`src/rtl/xcvr_pkg.sv`:
```
`timescale 1ns/1ps
// Package: shared types for the registered bus transceiver.
package xcvr_pkg;
    // Per-lane control bundle: enable (active low), direction, source selects.
    typedef struct packed {
        logic oe_n;
        logic dir;
        logic sel_ab;
        logic sel_ba;
    } lane_ctrl_t;
endpackage

```
`src/rtl/xcvr_capture_reg.sv`:
```
`timescale 1ns/1ps
// Module: xcvr_capture_reg
// Stores d on each clock edge where stb rose since the previous edge.
// Assumes stb is synchronous to clk. The strobe history register is not
// reset, so it follows stb through reset. Contents clear on synchronous reset.
module xcvr_capture_reg #(
    parameter int W = 8
) (
    input  logic         clk,
    input  logic         rst_n,
    input  logic         stb,
    input  logic [W-1:0] d,
    output logic [W-1:0] q
);
    logic stb_q;

    // Remember the strobe level from the previous edge.
    always_ff @(posedge clk) begin
        stb_q <= stb;
    end

    // Load on a strobe rise; clear on reset.
    always_ff @(posedge clk) begin
        if (!rst_n)
            q <= '0;
        else if (stb && !stb_q)
            q <= d;
    end

    AST_LOAD_ON_RISE: assert property (@(posedge clk) disable iff (!rst_n)
        $rose(stb) |=> q == $past(d));
    AST_HOLD_NO_RISE: assert property (@(posedge clk) disable iff (!rst_n)
        !$rose(stb) |=> $stable(q));
endmodule

```
`src/rtl/xcvr_lane.sv`:
```
`timescale 1ns/1ps
// Module: xcvr_lane
// One lane: two capture registers, the two output source muxes and the
// drive-enable decode. Assumes the in vectors show the external bus level.
// The lane substitutes its own driven value when it feeds a register.
module xcvr_lane
    import xcvr_pkg::*;
#(
    parameter int W = 8
) (
    input  logic         clk,
    input  logic         rst_n,
    input  lane_ctrl_t   ctrl,
    input  logic         cap_ab,
    input  logic         cap_ba,
    input  logic [W-1:0] a_in,
    input  logic [W-1:0] b_in,
    output logic [W-1:0] a_out,
    output logic         a_oe,
    output logic [W-1:0] b_out,
    output logic         b_oe
);
    logic [W-1:0] st_ab;
    logic [W-1:0] st_ba;
    logic [W-1:0] a_side;
    logic [W-1:0] b_side;

    // Decode which bus, if any, is driven.
    always_comb begin
        a_oe = !ctrl.oe_n && !ctrl.dir;
        b_oe = !ctrl.oe_n &&  ctrl.dir;
    end

    // Pick live or stored data for each output.
    always_comb begin
        a_out = ctrl.sel_ba ? st_ba : b_in;
        b_out = ctrl.sel_ab ? st_ab : a_in;
    end

    // Resolve the true bus level seen by each register.
    always_comb begin
        a_side = a_oe ? a_out : a_in;
        b_side = b_oe ? b_out : b_in;
    end

    xcvr_capture_reg #(.W(W)) u_reg_ab (
        .clk(clk), .rst_n(rst_n), .stb(cap_ab), .d(a_side), .q(st_ab)
    );

    xcvr_capture_reg #(.W(W)) u_reg_ba (
        .clk(clk), .rst_n(rst_n), .stb(cap_ba), .d(b_side), .q(st_ba)
    );

    AST_SINGLE_DRIVER: assert property (@(posedge clk) disable iff (!rst_n)
        !(a_oe && b_oe));
    AST_ISOLATION: assert property (@(posedge clk) disable iff (!rst_n)
        ctrl.oe_n |-> (!a_oe && !b_oe));
    AST_DRIVEN_CAPTURE_AB: assert property (@(posedge clk) disable iff (!rst_n)
        (a_oe && $rose(cap_ab)) |=> st_ab == $past(a_out));
    AST_DRIVEN_CAPTURE_BA: assert property (@(posedge clk) disable iff (!rst_n)
        (b_oe && $rose(cap_ba)) |=> st_ba == $past(b_out));
endmodule

```
`src/rtl/dual_lane_xcvr.sv`:
```
`timescale 1ns/1ps
// Module: dual_lane_xcvr
// Top: SECTIONS independent lanes of LANE_W bits each. Lane s owns bit s
// of every control vector and data bits [s*LANE_W +: LANE_W].
module dual_lane_xcvr
    import xcvr_pkg::*;
#(
    parameter int LANE_W   = 8,
    parameter int SECTIONS = 2
) (
    input  logic                         clk,
    input  logic                         rst_n,
    input  logic [SECTIONS-1:0]          oe_n,
    input  logic [SECTIONS-1:0]          dir,
    input  logic [SECTIONS-1:0]          sel_ab,
    input  logic [SECTIONS-1:0]          sel_ba,
    input  logic [SECTIONS-1:0]          cap_ab,
    input  logic [SECTIONS-1:0]          cap_ba,
    input  logic [SECTIONS*LANE_W-1:0]   a_in,
    output logic [SECTIONS*LANE_W-1:0]   a_out,
    output logic [SECTIONS-1:0]          a_oe,
    input  logic [SECTIONS*LANE_W-1:0]   b_in,
    output logic [SECTIONS*LANE_W-1:0]   b_out,
    output logic [SECTIONS-1:0]          b_oe
);
    localparam int TOTAL_W = SECTIONS * LANE_W;

    for (genvar s = 0; s < SECTIONS; s++) begin : g_lane
        lane_ctrl_t ctl;

        // Bundle this lane's control bits.
        always_comb begin
            ctl.oe_n   = oe_n[s];
            ctl.dir    = dir[s];
            ctl.sel_ab = sel_ab[s];
            ctl.sel_ba = sel_ba[s];
        end

        xcvr_lane #(.W(LANE_W)) u_lane (
            .clk    (clk),
            .rst_n  (rst_n),
            .ctrl   (ctl),
            .cap_ab (cap_ab[s]),
            .cap_ba (cap_ba[s]),
            .a_in   (a_in[s*LANE_W +: LANE_W]),
            .b_in   (b_in[s*LANE_W +: LANE_W]),
            .a_out  (a_out[s*LANE_W +: LANE_W]),
            .a_oe   (a_oe[s]),
            .b_out  (b_out[s*LANE_W +: LANE_W]),
            .b_oe   (b_oe[s])
        );
    end

    AST_NO_BUS_CLASH: assert property (@(posedge clk) disable iff (!rst_n)
        (a_oe & b_oe) == '0);
    initial assert (TOTAL_W > 0);
endmodule

```
`config.mk`:
```
export PLATFORM = sky130hd
export DESIGN_NAME = dual_lane_xcvr
export DESIGN_NICKNAME = d
export VERILOG_FILES = /design/src/rtl/xcvr_pkg.sv /design/src/rtl/xcvr_capture_reg.sv /design/src/rtl/xcvr_lane.sv /design/src/rtl/dual_lane_xcvr.sv
export SDC_FILE = /design/constraint.sdc
export NUM_CORES = 1
export LEC_CHECK = 0
export BUFFER_PORTS_ARGS = -buffer_cell sky130_fd_sc_hd__buf_4
export CAP_MARGIN = 10
export CORE_MARGIN = 8
export CORE_UTILIZATION = 52
export DETAILED_ROUTE_END_ITERATION = 6
export GPL_TIMING_DRIVEN = 0
export HOLD_SLACK_MARGIN = 0.1
export PLACE_DENSITY = 0.92
export SYNTH_ARGS = -nofsm -noshare
export SYNTH_HDL_FRONTEND = slang
export SYNTH_SLANG_ARGS = --single-unit
```
`constraint.sdc`:
```
create_clock -name clk -period 1.9 [get_ports clk]
set_input_delay 0.095 -clock clk [delete_from_list [all_inputs] [get_ports clk]]
set_output_delay 0.095 -clock clk [all_outputs]
set_load 0.02 [all_outputs]
```
# ---- Yosys cells after proc, flatten, opt, wreduce, memory -nomap -nowiden
# Index checks and enable logic that the tools add are counted.
dict set report totals {
  register_bits 36
  inputBits 46
  out_inout_bits 36
  word_cells 32
}
dict set report op_classes {
  mux 8
  reduce_logical 16
}
# cell n
set op_table {}
lappend op_table {{$mux W8} 8}
lappend op_table {{$logic_and A1 B1 Y1} 8}
lappend op_table {{$logic_not A1 Y1} 8}

# ---- Logic depth before layout (Yosys ltp)
# Gate-level depths: netlist of the first run.
dict set report logic_depth {
  ltp_word 3
  mapped_depth 4
  depth_no_buf 3
}

# ---- Modules after synthesis
# A second synthesis of the first run with hierarchy kept.
dict set report unflattened {
  hier_cells 222
  hier_area_um2 2457.4
}
# mod n_inst cells_per_inst area_each_um2
set by_module_without_submodules {}
lappend by_module_without_submodules {xcvr_capture_reg 4 37 350.3}
lappend by_module_without_submodules {xcvr_lane 2 37 528.0}

# ---- Worst setup path after synthesis of the first run
# Ideal clock, no wire load.
dict set report synth_path {
  path_kind {register to register}
  start {register g_lane[0].u_lane.u_reg_ab.q[0]}
  end {register g_lane[0].u_lane.u_reg_ba.q[0]}
  setup_time_ns 0.117
  arrival_time_ns 1.019
  required_ns 1.783
  path_slack_ns 0.764
  stages_incl_launch_ff 4
  n_path_buf 0
  synth_period_minus_slack_ns 1.136
  cell_sequence {dfxtp_1 > mux2_4 > mux2_4 > a22o_1}
}
dict set report synth_via {
  elab_chain_cells 2
}
# item line_no
set synth_rtl {}
lappend synth_rtl {{start: declaration} xcvr_capture_reg.sv:13} ;# output logic [W-1:0] q
lappend synth_rtl {{start signal: assignment} xcvr_capture_reg.sv:25} ;# q <= '0;
lappend synth_rtl {{start signal: assignment} xcvr_capture_reg.sv:27} ;# q <= d;
lappend synth_rtl {{$mux W8} xcvr_lane.sv:37} ;# b_out = ctrl.sel_ab ? st_ab : a_in;
lappend synth_rtl {{via b_out[0]} dual_lane_xcvr.sv:23} ;# output logic [SECTIONS*LANE_W-1:0] b_out,
lappend synth_rtl {{$mux W8} xcvr_lane.sv:43} ;# b_side = b_oe ? b_out : b_in;
lappend synth_rtl {{end signal: assignment} xcvr_capture_reg.sv:25}
lappend synth_rtl {{end signal: assignment} xcvr_capture_reg.sv:27}
lappend synth_rtl {{end: declaration} xcvr_capture_reg.sv:13}
# The timed path passes the listed nets, and every way through them passes these cells.
# A chain may end at the register's enable or synchronous reset.

# ---- Worst setup path in the final report of the first run
dict set report layout_path {
  start {input a_in[6]}
  end {register g_lane[0].u_lane.u_reg_ba.q[6]}
}
dict set report layout_via {
  elab_chain_cells 2
}
# item line_no
set layout_rtl {}
lappend layout_rtl {{start: declaration} dual_lane_xcvr.sv:19} ;# input logic [SECTIONS*LANE_W-1:0] a_in,
lappend layout_rtl {{$mux W8} xcvr_lane.sv:37}
lappend layout_rtl {{$mux W8} xcvr_lane.sv:43}
# Every way passes these cells.

==> flow_metrics.tcl, run 1 <==
set metrics [dict create \
    avgSynthCellArea_um2 12.6 \
    clkSlewWorstSetupHoldPaths_ns 0.07 \
    rsz0062_at_grt "false" \
    gr-total-overflow 0 \
    cpMaxStageDelayCell "dlygate4sd3_1" \
    synth_area_leaders "dfxtp_1 (36%), mux2_4 (24%), mux2i_1 (8.0%)" \
    crit_path_max_incr_delay_ns 0.56 \
    netlist_area_um2 2010 \
    chipHeight_um 78.2 \
    start_util_pct 54.5 \
    path_cells "dlygate4sd3_1 -> buf_4 -> mux2_4 -> mux2_4 -> a22o_1" \
    n_antenna_cell 0 \
    synth_fp_nets 206 \
    ctsRootBufferMaster "clkbuf_8" \
    fillers 231 \
    clk_latency_ns 0.29 \
    drt-vias-per-instance 5.44 \
    ys_seq_area_share_pct 35.9 \
    synth_top_area_cell "dfxtp_1" \
    endpoint_kind "register" \
    num_rows 22 \
    synth.distinct_cells 17 \
    worst_setup_path_start_kind "input pin" \
    drive_above_1_share_pct 51.9 \
    min_from "a_in[3]" \
    path_max_fanout 2 \
    cts_tree "yes" \
    crit_required_ns 2.08 \
    leakage_nw 1.36 \
    ctsResizeCount 0 \
    r2r_start "g_lane[1].u_lane.u_reg_ba.stb_q" \
    dr.pass1.iters 4 \
    io_buffers 77 \
    cts_buffer_depth 2 \
    drcViolationCount 0 \
    grt_max_degree 11 \
    drv_cap 0 \
    htree_levels 2 \
    num_vias 1664 \
    syn2layout_area_growth_pct 42.7 \
    drv_slew 0 \
    skew_ns 0.00295 \
    grt_pass1_vias 1779 \
    ios 82 \
    worstMarginPinSlew_ns 0.689 \
    powerDensity_nw_per_um2 675 \
    worstHoldPathType "input pin to register" \
    die_area_um2 6110 \
    period_minus_slack_ns 1.34 \
    worst-setup-path-type "input pin to register" \
    max_slew_margin_pct 54.0 \
    numCtsBuffers 5 \
    drt-initial-drc-count 123 \
    yosysWarnings 0 \
    setup_tns_ns 0 \
    netlist_instances 160 \
    max_freq_ghz 0.745 \
    grt_pass1_wl_um 9710 \
    status "completed" \
    final_net_count 303 \
    worst_ir_drop_vdd_mv 0.606 \
    ant_nets 0 \
    synth_seq_cells 36 \
    final-hold-violation-count 0 \
    dp.final_hpwl_um 4550 \
    utilization_pct 77.7 \
    wire_per_inst_um 20.1 \
    core_area_um2 3690 \
    crit_path_start "a_in[6]" \
    gp_congestion 0.812 \
    track_usage_pct 20.2 \
    clock-sinks 36 \
    crit_top_cell "mux2_4" \
    layout_worst_path_cycle_share_pct 70.7 \
    wirelength_um 6160 \
    crit_arrival_ns 1.52 \
    synth.top_cell.area_share_pct 35.9 \
    die_x_um 78.2 \
    antenna_found_initial 0 \
    finalSetupViolations 0 \
]
[through the flow]
step / instances / area [um2] / setup slack [ns] / power (mW) / hold slack (ns)
finish: 306 / 2870 / 0.557 / 1.93 / 0.109
global route: 306 / 2870 / 0.535 / 2.01 / 0.108
CTS: 305 / 2860 / 0.581 / 1.93 / 0.101
detailed placement: 285 / 2650 / 0.725 / 1.36 / 0.218
global placement: 285 / 2650 / 0.746 / 1.35 / 0.216
floorplan: 160 / 2010 / 0.764 / 1.14 / 0.123
[Yosys cell counts]
cell type,n
and3_1,2
buf_4,6
mux2_2,7
mux2i_1,16
dfxtp_1,36
a21boi_1,4
mux2_1,9
nor2b_1,2
inv_1,4
buf_6,2
nand3_1,2
mux2_4,32
a22o_1,16
buf_1,2
o2bb2ai_1,16
nor2_4,2
buf_2,2
[critical path: cells and delay by family]
family                 cells  cell delay (ns)
AOI/OAI and AO/OA          1             0.19
buffers and inverters      2             0.70
muxes                      2             0.54
[layer usage]
metal	part of all wire (%)	track usage (%)	up-vias
met2	53	35.4	57
met5	0	0	-
met3	4.7	4.67	14
met1	39	22.9	792
li1	-	-	801
met4	3.1	8.33	0
[repair_timing]
item | 4_1_cts | 5_1_grt
hold buffers | 12 | 1
setup buffers | 0 | 0
hold endpoints to repair | 12 | 1
[registers in the layout (all words and copies together) (netlist names)]
name	cells
g_lane.u_lane.u_reg_ab.q	16
g_lane.u_lane.u_reg_ab.stb_q	2
g_lane.u_lane.u_reg_ba.q	16
g_lane.u_lane.u_reg_ba.stb_q	2
[layout by cell type (no fill, tap or decap)]
cell and count:
buf_6 2, mux2_4 32, buf_2 2, nand3_1 2, nor2b_1 2, buf_1 2, buf_4 83, clkbuf_8 6
o2bb2ai_1 16, nor2_4 2, and3_1 2, mux2i_1 16, a21boi_1 4, clkbuf_1 2, inv_1 4, mux2_1 9
dfxtp_1 36, dlygate4sd3_1 13, mux2_2 7, a22o_1 16
[power breakdown]
part           internal [mW]  switching [mW]  total (mW)  leakage (nW)
Clock                  0.296           0.263       0.558        0.0455
Combinational          0.300           0.261       0.562          1.02
Sequential             0.794          0.0209       0.815         0.295
Total                   1.39           0.545        1.93          1.36
[final cells by class]
| cell class | instances | area, um2 | area share [%] |
|---|---|---|---|
| inverters | 4 | 15.0 | 0.524 |
| flip-flops and latches | 36 | 721 | 25.1 |
| repair buffers | 90 | 708 | 24.7 |
| clock buffers | 8 | 90.1 | 3.14 |
| multi-input cells | 108 | 1190 | 41.4 |
| plain buffers | 12 | 85.1 | 2.97 |
| well taps | 48 | 60.1 | 2.09 |
[final timing paths]
kind              slack, ns  depth (start not counted)                              to
hold / removal         0.11                          3  g_lane[0].u_lane.u_reg_ab.q[3]
setup reg to reg       0.71                          3  g_lane[1].u_lane.u_reg_ba.q[1]
setup / recovery       0.56                          5  g_lane[0].u_lane.u_reg_ba.q[6]
hold reg to reg        0.47                          1  g_lane[1].u_lane.u_reg_ab.q[4]
[cells by family (layout without fill, tap and decap cells)]
logic type	Yosys count	count (layout)	share of synthesized area, %
AND/OR/NAND/NOR	8	8	2.86
AO/OA/AOI/OAI	36	36	15.4
multiplexers	64	64	40.8
flip-flops	36	36	35.9
buffers and inverters	16	114	4.98
No activity file was read; power rests on OpenSTA's default activity.
==> inputs of run 2 (changes only) <==
--- a/config.mk
+++ b/config.mk
@@ -8,11 +8,11 @@
 export BUFFER_PORTS_ARGS = -buffer_cell sky130_fd_sc_hd__buf_4
 export CAP_MARGIN = 10
 export CORE_MARGIN = 8
-export CORE_UTILIZATION = 52
+export CORE_UTILIZATION = 48
 export DETAILED_ROUTE_END_ITERATION = 6
 export GPL_TIMING_DRIVEN = 0
 export HOLD_SLACK_MARGIN = 0.1
-export PLACE_DENSITY = 0.92
+export PLACE_DENSITY = 0.87
 export SYNTH_ARGS = -nofsm -noshare
 export SYNTH_HDL_FRONTEND = slang
 export SYNTH_SLANG_ARGS = --single-unit
==> constraint.sdc (replaced) <==
create_clock -name clk -period 1.3 [get_ports clk]
set_input_delay 0.065 -clock clk [delete_from_list [all_inputs] [get_ports clk]]
set_output_delay 0.065 -clock clk [all_outputs]
set_load 0.02 [all_outputs]
==> flow_metrics.tcl, run 2 (synthesis gave the netlist of run 1 again) <==
set metrics [dict create \
    status "completed" \
    worst_ir_drop_vdd_mv 0.800 \
    max_freq_ghz 0.783 \
    max_slew_margin_pct 56.0 \
    num_rows 23 \
    worstMarginPinSlew_ns 0.659 \
    pre_cts_slack_ns 0.143 \
    wire_per_inst_um 19.9 \
    period_minus_slack_ns 1.28 \
    drv_cap 0 \
    clock-sinks 36 \
    leakage_nw 1.41 \
    endpoint_kind "register" \
    final_cells 310 \
    drt-initial-drc-count 60 \
    drv_slew 0 \
    ant_nets 0 \
    num_vias 1654 \
    rsz0062_at_grt "false" \
    multi_input_area_um2 1200 \
    finalSetupViolations 0 \
    crit_required_ns 1.47 \
    n_antenna_cell 0 \
    crit_arrival_ns 1.45 \
    post_cts_buffers 0 \
    wirelength_um 6170 \
    final_net_count 308 \
    reg2reg_setup_slack_ns 0.14 \
    core_area_um2 4030 \
    track_usage_pct 18.9 \
    dp.final_hpwl_um 4730 \
    fillers 287 \
    htree_levels 2 \
    grt_pass1_wl_um 9490 \
    dr.pass1.iters 4 \
    setup_tns_ns 0 \
    worst_setup_path_start_kind "input pin" \
    clk_latency_ns 0.28 \
    ios 82 \
    drive_above_1_share_pct 51.5 \
    grt_pass1_vias 1794 \
    die_area_um2 6510 \
    cts_buffer_depth 2 \
    drt-vias-per-instance 5.34 \
    antenna_found_initial 0 \
    drcViolationCount 0 \
    numCtsBuffers 5 \
    powerDensity_nw_per_um2 929 \
    seqCellArea_um2 721 \
    gr-total-overflow 0 \
    dpl_cell_area_um2 2650 \
    skew_ns 0.00152 \
    cts_tree "yes" \
    reg_top3 "g_lane.u_lane.u_reg_ab.q x16, g_lane.u_lane.u_reg_ba.q x16" \
    final-hold-violation-count 0 \
    setup_ws_ns 0.0224 \
    clkSlewWorstSetupHoldPaths_ns 0.06 \
    die_x_um 80.7 \
    final_cell_mix "buf_4 (81), dfxtp_1 (36), mux2_4 (32)" \
    grt_max_degree 10 \
    design_area_um2 2930 \
    worstHoldPathType "input pin to register" \
    gp_congestion 0.874 \
    dp.cells 287 \
    chipHeight_um 80.7 \
    final_common_cell "buf_4" \
    path_max_fanout 2 \
    layout_worst_path_cycle_share_pct 98.3 \
    worst-setup-path-type "input pin to register" \
    ctsRootBufferMaster "clkbuf_8" \
    syn2layout_area_growth_pct 45.7 \
    io_buffers 77 \
    start_util_pct 49.9 \
]
-- run 2: routing by layer --
layer | part of all wire (%) | global-route usage [%] | vias up
li1 | - | - | 807
met1 | 41 | 21.0 | 806
met2 | 54 | 33.9 | 29
met3 | 2.3 | 3.79 | 12
met4 | 2.3 | 8.04 | 0
met5 | 0 | 0 | -
-- run 2: path summary, 6_finish.rpt --
path | start | to | depth (start not counted)
setup reg to reg | g_lane[1].u_lane.u_reg_ab.q[3] | g_lane[1].u_lane.u_reg_ba.q[3] | 3
hold reg to reg | g_lane[1].u_lane.u_reg_ab.q[5] | g_lane[1].u_lane.u_reg_ab.q[5] | 1
setup / recovery | a_in[14] | g_lane[1].u_lane.u_reg_ba.q[6] | 5
hold / removal | b_in[6] | g_lane[0].u_lane.u_reg_ba.q[6] | 3
-- run 2: stage by stage --
stage | hold WS (ns) | utilization [%] | total power [mW]
after detailed placement | 0.186 | 65.8 | 1.99
final | 0.124 | 72.7 | 2.72
after CTS | 0.124 | 72.5 | 2.73
after global routing | 0.122 | 72.7 | 2.83
after global placement | 0.184 | 65.8 | 1.97
after floorplan | 0.0927 | - | 1.67
-- run 2: timing repair --
action,CTS,global route
hold buffers,20,0
setup endpoints to repair,0,13
endpoints found under the hold margin,20,0
gates resized for setup,0,8
-- run 2: critical path, stage by stage --
cell,delay [ns]
dlygate4sd3_1,0.53
buf_4,0.14
mux2_4,0.27
mux2_4,0.26
a22o_1,0.19
-- run 2: final cells by class --
cell class              instances  area share, %
multi-input cells             108           41.0
inverters                       4          0.513
flip-flops and latches         36           24.6
repair buffers                 95           26.5
clock buffers                   5           2.35
well taps                      50           2.14
plain buffers                  12           2.91
-- run 2: report_power, final --
group	switching, mW	internal [mW]
Clock	0.346	0.345
Combinational	0.386	0.454
Sequential	0.0294	1.16
Total	0.762	1.96
==> inputs of run 3 (changes only) <==
--- a/config.mk
+++ b/config.mk
@@ -5,9 +5,9 @@
 export SDC_FILE = /design/constraint.sdc
 export NUM_CORES = 1
 export LEC_CHECK = 0
+export ABC_CLOCK_PERIOD_IN_PS = 1300
 export BUFFER_PORTS_ARGS = -buffer_cell sky130_fd_sc_hd__buf_4
 export CAP_MARGIN = 10
-export CORE_MARGIN = 8
 export CORE_UTILIZATION = 48
 export DETAILED_ROUTE_END_ITERATION = 6
 export GPL_TIMING_DRIVEN = 0
==> flow_metrics.tcl, run 3 (synthesis gave the netlist of run 1 again) <==
set metrics [dict create \
    syn2layout_area_growth_pct 46.8 \
    final_common_cell "buf_4" \
    die_x_um 66.7 \
    grt_max_degree 11 \
    layout_worst_path_cycle_share_pct 100 \
    clk_latency_ns 0.28 \
    crit_arrival_ns 1.48 \
    leakage_nw 1.42 \
    wire_per_inst_um 17.1 \
    drt-initial-drc-count 37 \
    endpoint_kind "register" \
    num_rows 23 \
    crit_required_ns 1.48 \
    dp.final_hpwl_um 4060 \
    final_net_count 310 \
    ctsRootBufferMaster "clkbuf_8" \
    worstHoldPathType "input pin to register" \
    final-hold-violation-count 0 \
    setup_ws_ns -0.00283 \
    worst_setup_path_start_kind "input pin" \
    worstMarginPinSlew_ns 0.621 \
    max_slew_margin_pct 58.5 \
    core_area_um2 4000 \
    htree_levels 2 \
    reg2reg_setup_slack_ns 0.13 \
    violations "negative setup slack" \
    cts_buffer_depth 2 \
    chipHeight_um 66.7 \
    numCtsBuffers 5 \
    num_vias 1629 \
    min_from "b_in[0]" \
    crit_path_max_incr_delay_ns 0.56 \
    n_antenna_cell 0 \
    antenna_found_initial 0 \
    dr.pass1.iters 6 \
    io_buffers 77 \
    gp_congestion 0.806 \
    ios 82 \
    period_minus_slack_ns 1.30 \
    cts_tree "yes" \
    min_to "g_lane[0].u_lane.u_reg_ba.q[0]" \
    path_max_fanout 2 \
    ant_nets 0 \
    r2r_start "g_lane[0].u_lane.u_reg_ba.stb_q" \
    reg_top3 "g_lane.u_lane.u_reg_ab.q x16, g_lane.u_lane.u_reg_ba.q x16" \
    drcViolationCount 0 \
    track_usage_pct 24.9 \
    die_area_um2 4450 \
    powerDensity_nw_per_um2 959 \
    drv_cap 0 \
    worst_ir_drop_vdd_mv 0.829 \
    drt-vias-per-instance 5.17 \
    pre_cts_slack_ns 0.140 \
    drv_slew 0 \
    max_freq_ghz 0.768 \
    grt_pass1_wl_um 7980 \
    crit_top_cell "mux2_4" \
    power_mw 2.83 \
    skew_ns 0.00327 \
    drive_above_1_share_pct 50.6 \
    rsz0062_at_grt "false" \
    final_cell_mix "buf_4 (83), dfxtp_1 (36), mux2_4 (32)" \
    finalSetupViolations 1 \
    holdPathStages 3 \
    start_util_pct 50.2 \
    rr_worst_depth 3 \
    r2r-end "g_lane[0].u_lane.u_reg_ba.q[7]" \
    clock-sinks 36 \
    gr-total-overflow 0 \
    path_cells "dlygate4sd3_1 -> buf_4 -> mux2_4 -> mux2_4 -> a22o_1" \
    cpMaxStageDelayCell "dlygate4sd3_1" \
    clkSlewWorstSetupHoldPaths_ns 0.07 \
    status "complete, but fails checks" \
    wirelength_um 5380 \
    grt_pass1_vias 1627 \
    worst-setup-path-type "input pin to register" \
]
-- run 3: changes by cell type in the layout (fill, tap and decap cells not counted), sizes merged --
cell and delta:
clkbuf +3, dlymetal6s4s -1, dlygate4sd3 +1, buf +2
-- run 3: per-layer routing --
layer / GRT usage [%] / vias to the layer above / share of wire, %
met1: 30.6 / 784 / 45
met4: 7.18 / 0 / 1.4
met3: 5.48 / 6 / 1.4
li1: - / 821 / -
met2: 42.8 / 18 / 52
met5: 0 / - / 0
-- run 3: power by group --
part | leakage [nW] | total [mW] | internal, mW | switching, mW
Clock | 0.0455 | 0.811 | 0.432 | 0.379
Combinational | 1.08 | 0.831 | 0.455 | 0.377
Sequential | 0.295 | 1.19 | 1.16 | 0.0280
-- run 3: timing repair --
action                                  CTS  global route
hold buffers                             20             0
endpoints found under the hold margin    20             0
endpoints found under the setup margin    0             9
buffers inserted                          0             0
gates resized for setup                   0             4
-- run 3: final cells by class --
type                       count  area, um2
inverter                       4       15.0
timing repair buffer          97        788
buffer                        12       85.1
sequential                    36        721
clock buffer                   8       90.1
fill                         283       1050
tap                           50       62.6
multi-input combinational    108       1190
-- run 3: through the flow --
step / hold slack (ns) / TNS [ns] / utilization [%] / area, um2 / instances
after global routing: 0.118 / 0 / 73.8 / 2950 / 315
after global placement: 0.184 / 0 / 66.2 / 2650 / 287
after CTS: 0.116 / 0 / 73.5 / 2940 / 315
after detailed placement: 0.188 / 0 / 66.2 / 2650 / 287
after floorplan: 0.0927 / 0 / - / 2010 / 160
final: 0.124 / -0.00283 / 73.8 / 2950 / 315
-- run 3: worst max-delay path: cells and delay by family --
| family | cells | cell delay [ns] |
|---|---|---|
| buffers and inverters | 2 | 0.71 |
| muxes | 2 | 0.52 |
| AOI/OAI and AO/OA | 1 | 0.19 |
-- run 3: worst max-delay path by stage --
stage          slack [ns]  cells past startpoint                             from                             end
6_report           -0.003                      5                          a_in[8]  g_lane[1].u_lane.u_reg_ba.q[0]
3_5_place_dp         0.14                      3  g_lane[0].u_lane.u_reg_ba.stb_q  g_lane[0].u_lane.u_reg_ba.q[1]
3_3_place_gp         0.17                      3  g_lane[0].u_lane.u_reg_ba.stb_q  g_lane[0].u_lane.u_reg_ba.q[7]
2_1_floorplan        0.16                      3   g_lane[0].u_lane.u_reg_ab.q[0]  g_lane[0].u_lane.u_reg_ba.q[0]
4_1_cts            0.0009                      5                          a_in[7]  g_lane[0].u_lane.u_reg_ba.q[7]
5_1_grt             0.001                      5                          a_in[4]  g_lane[0].u_lane.u_reg_ba.q[4]
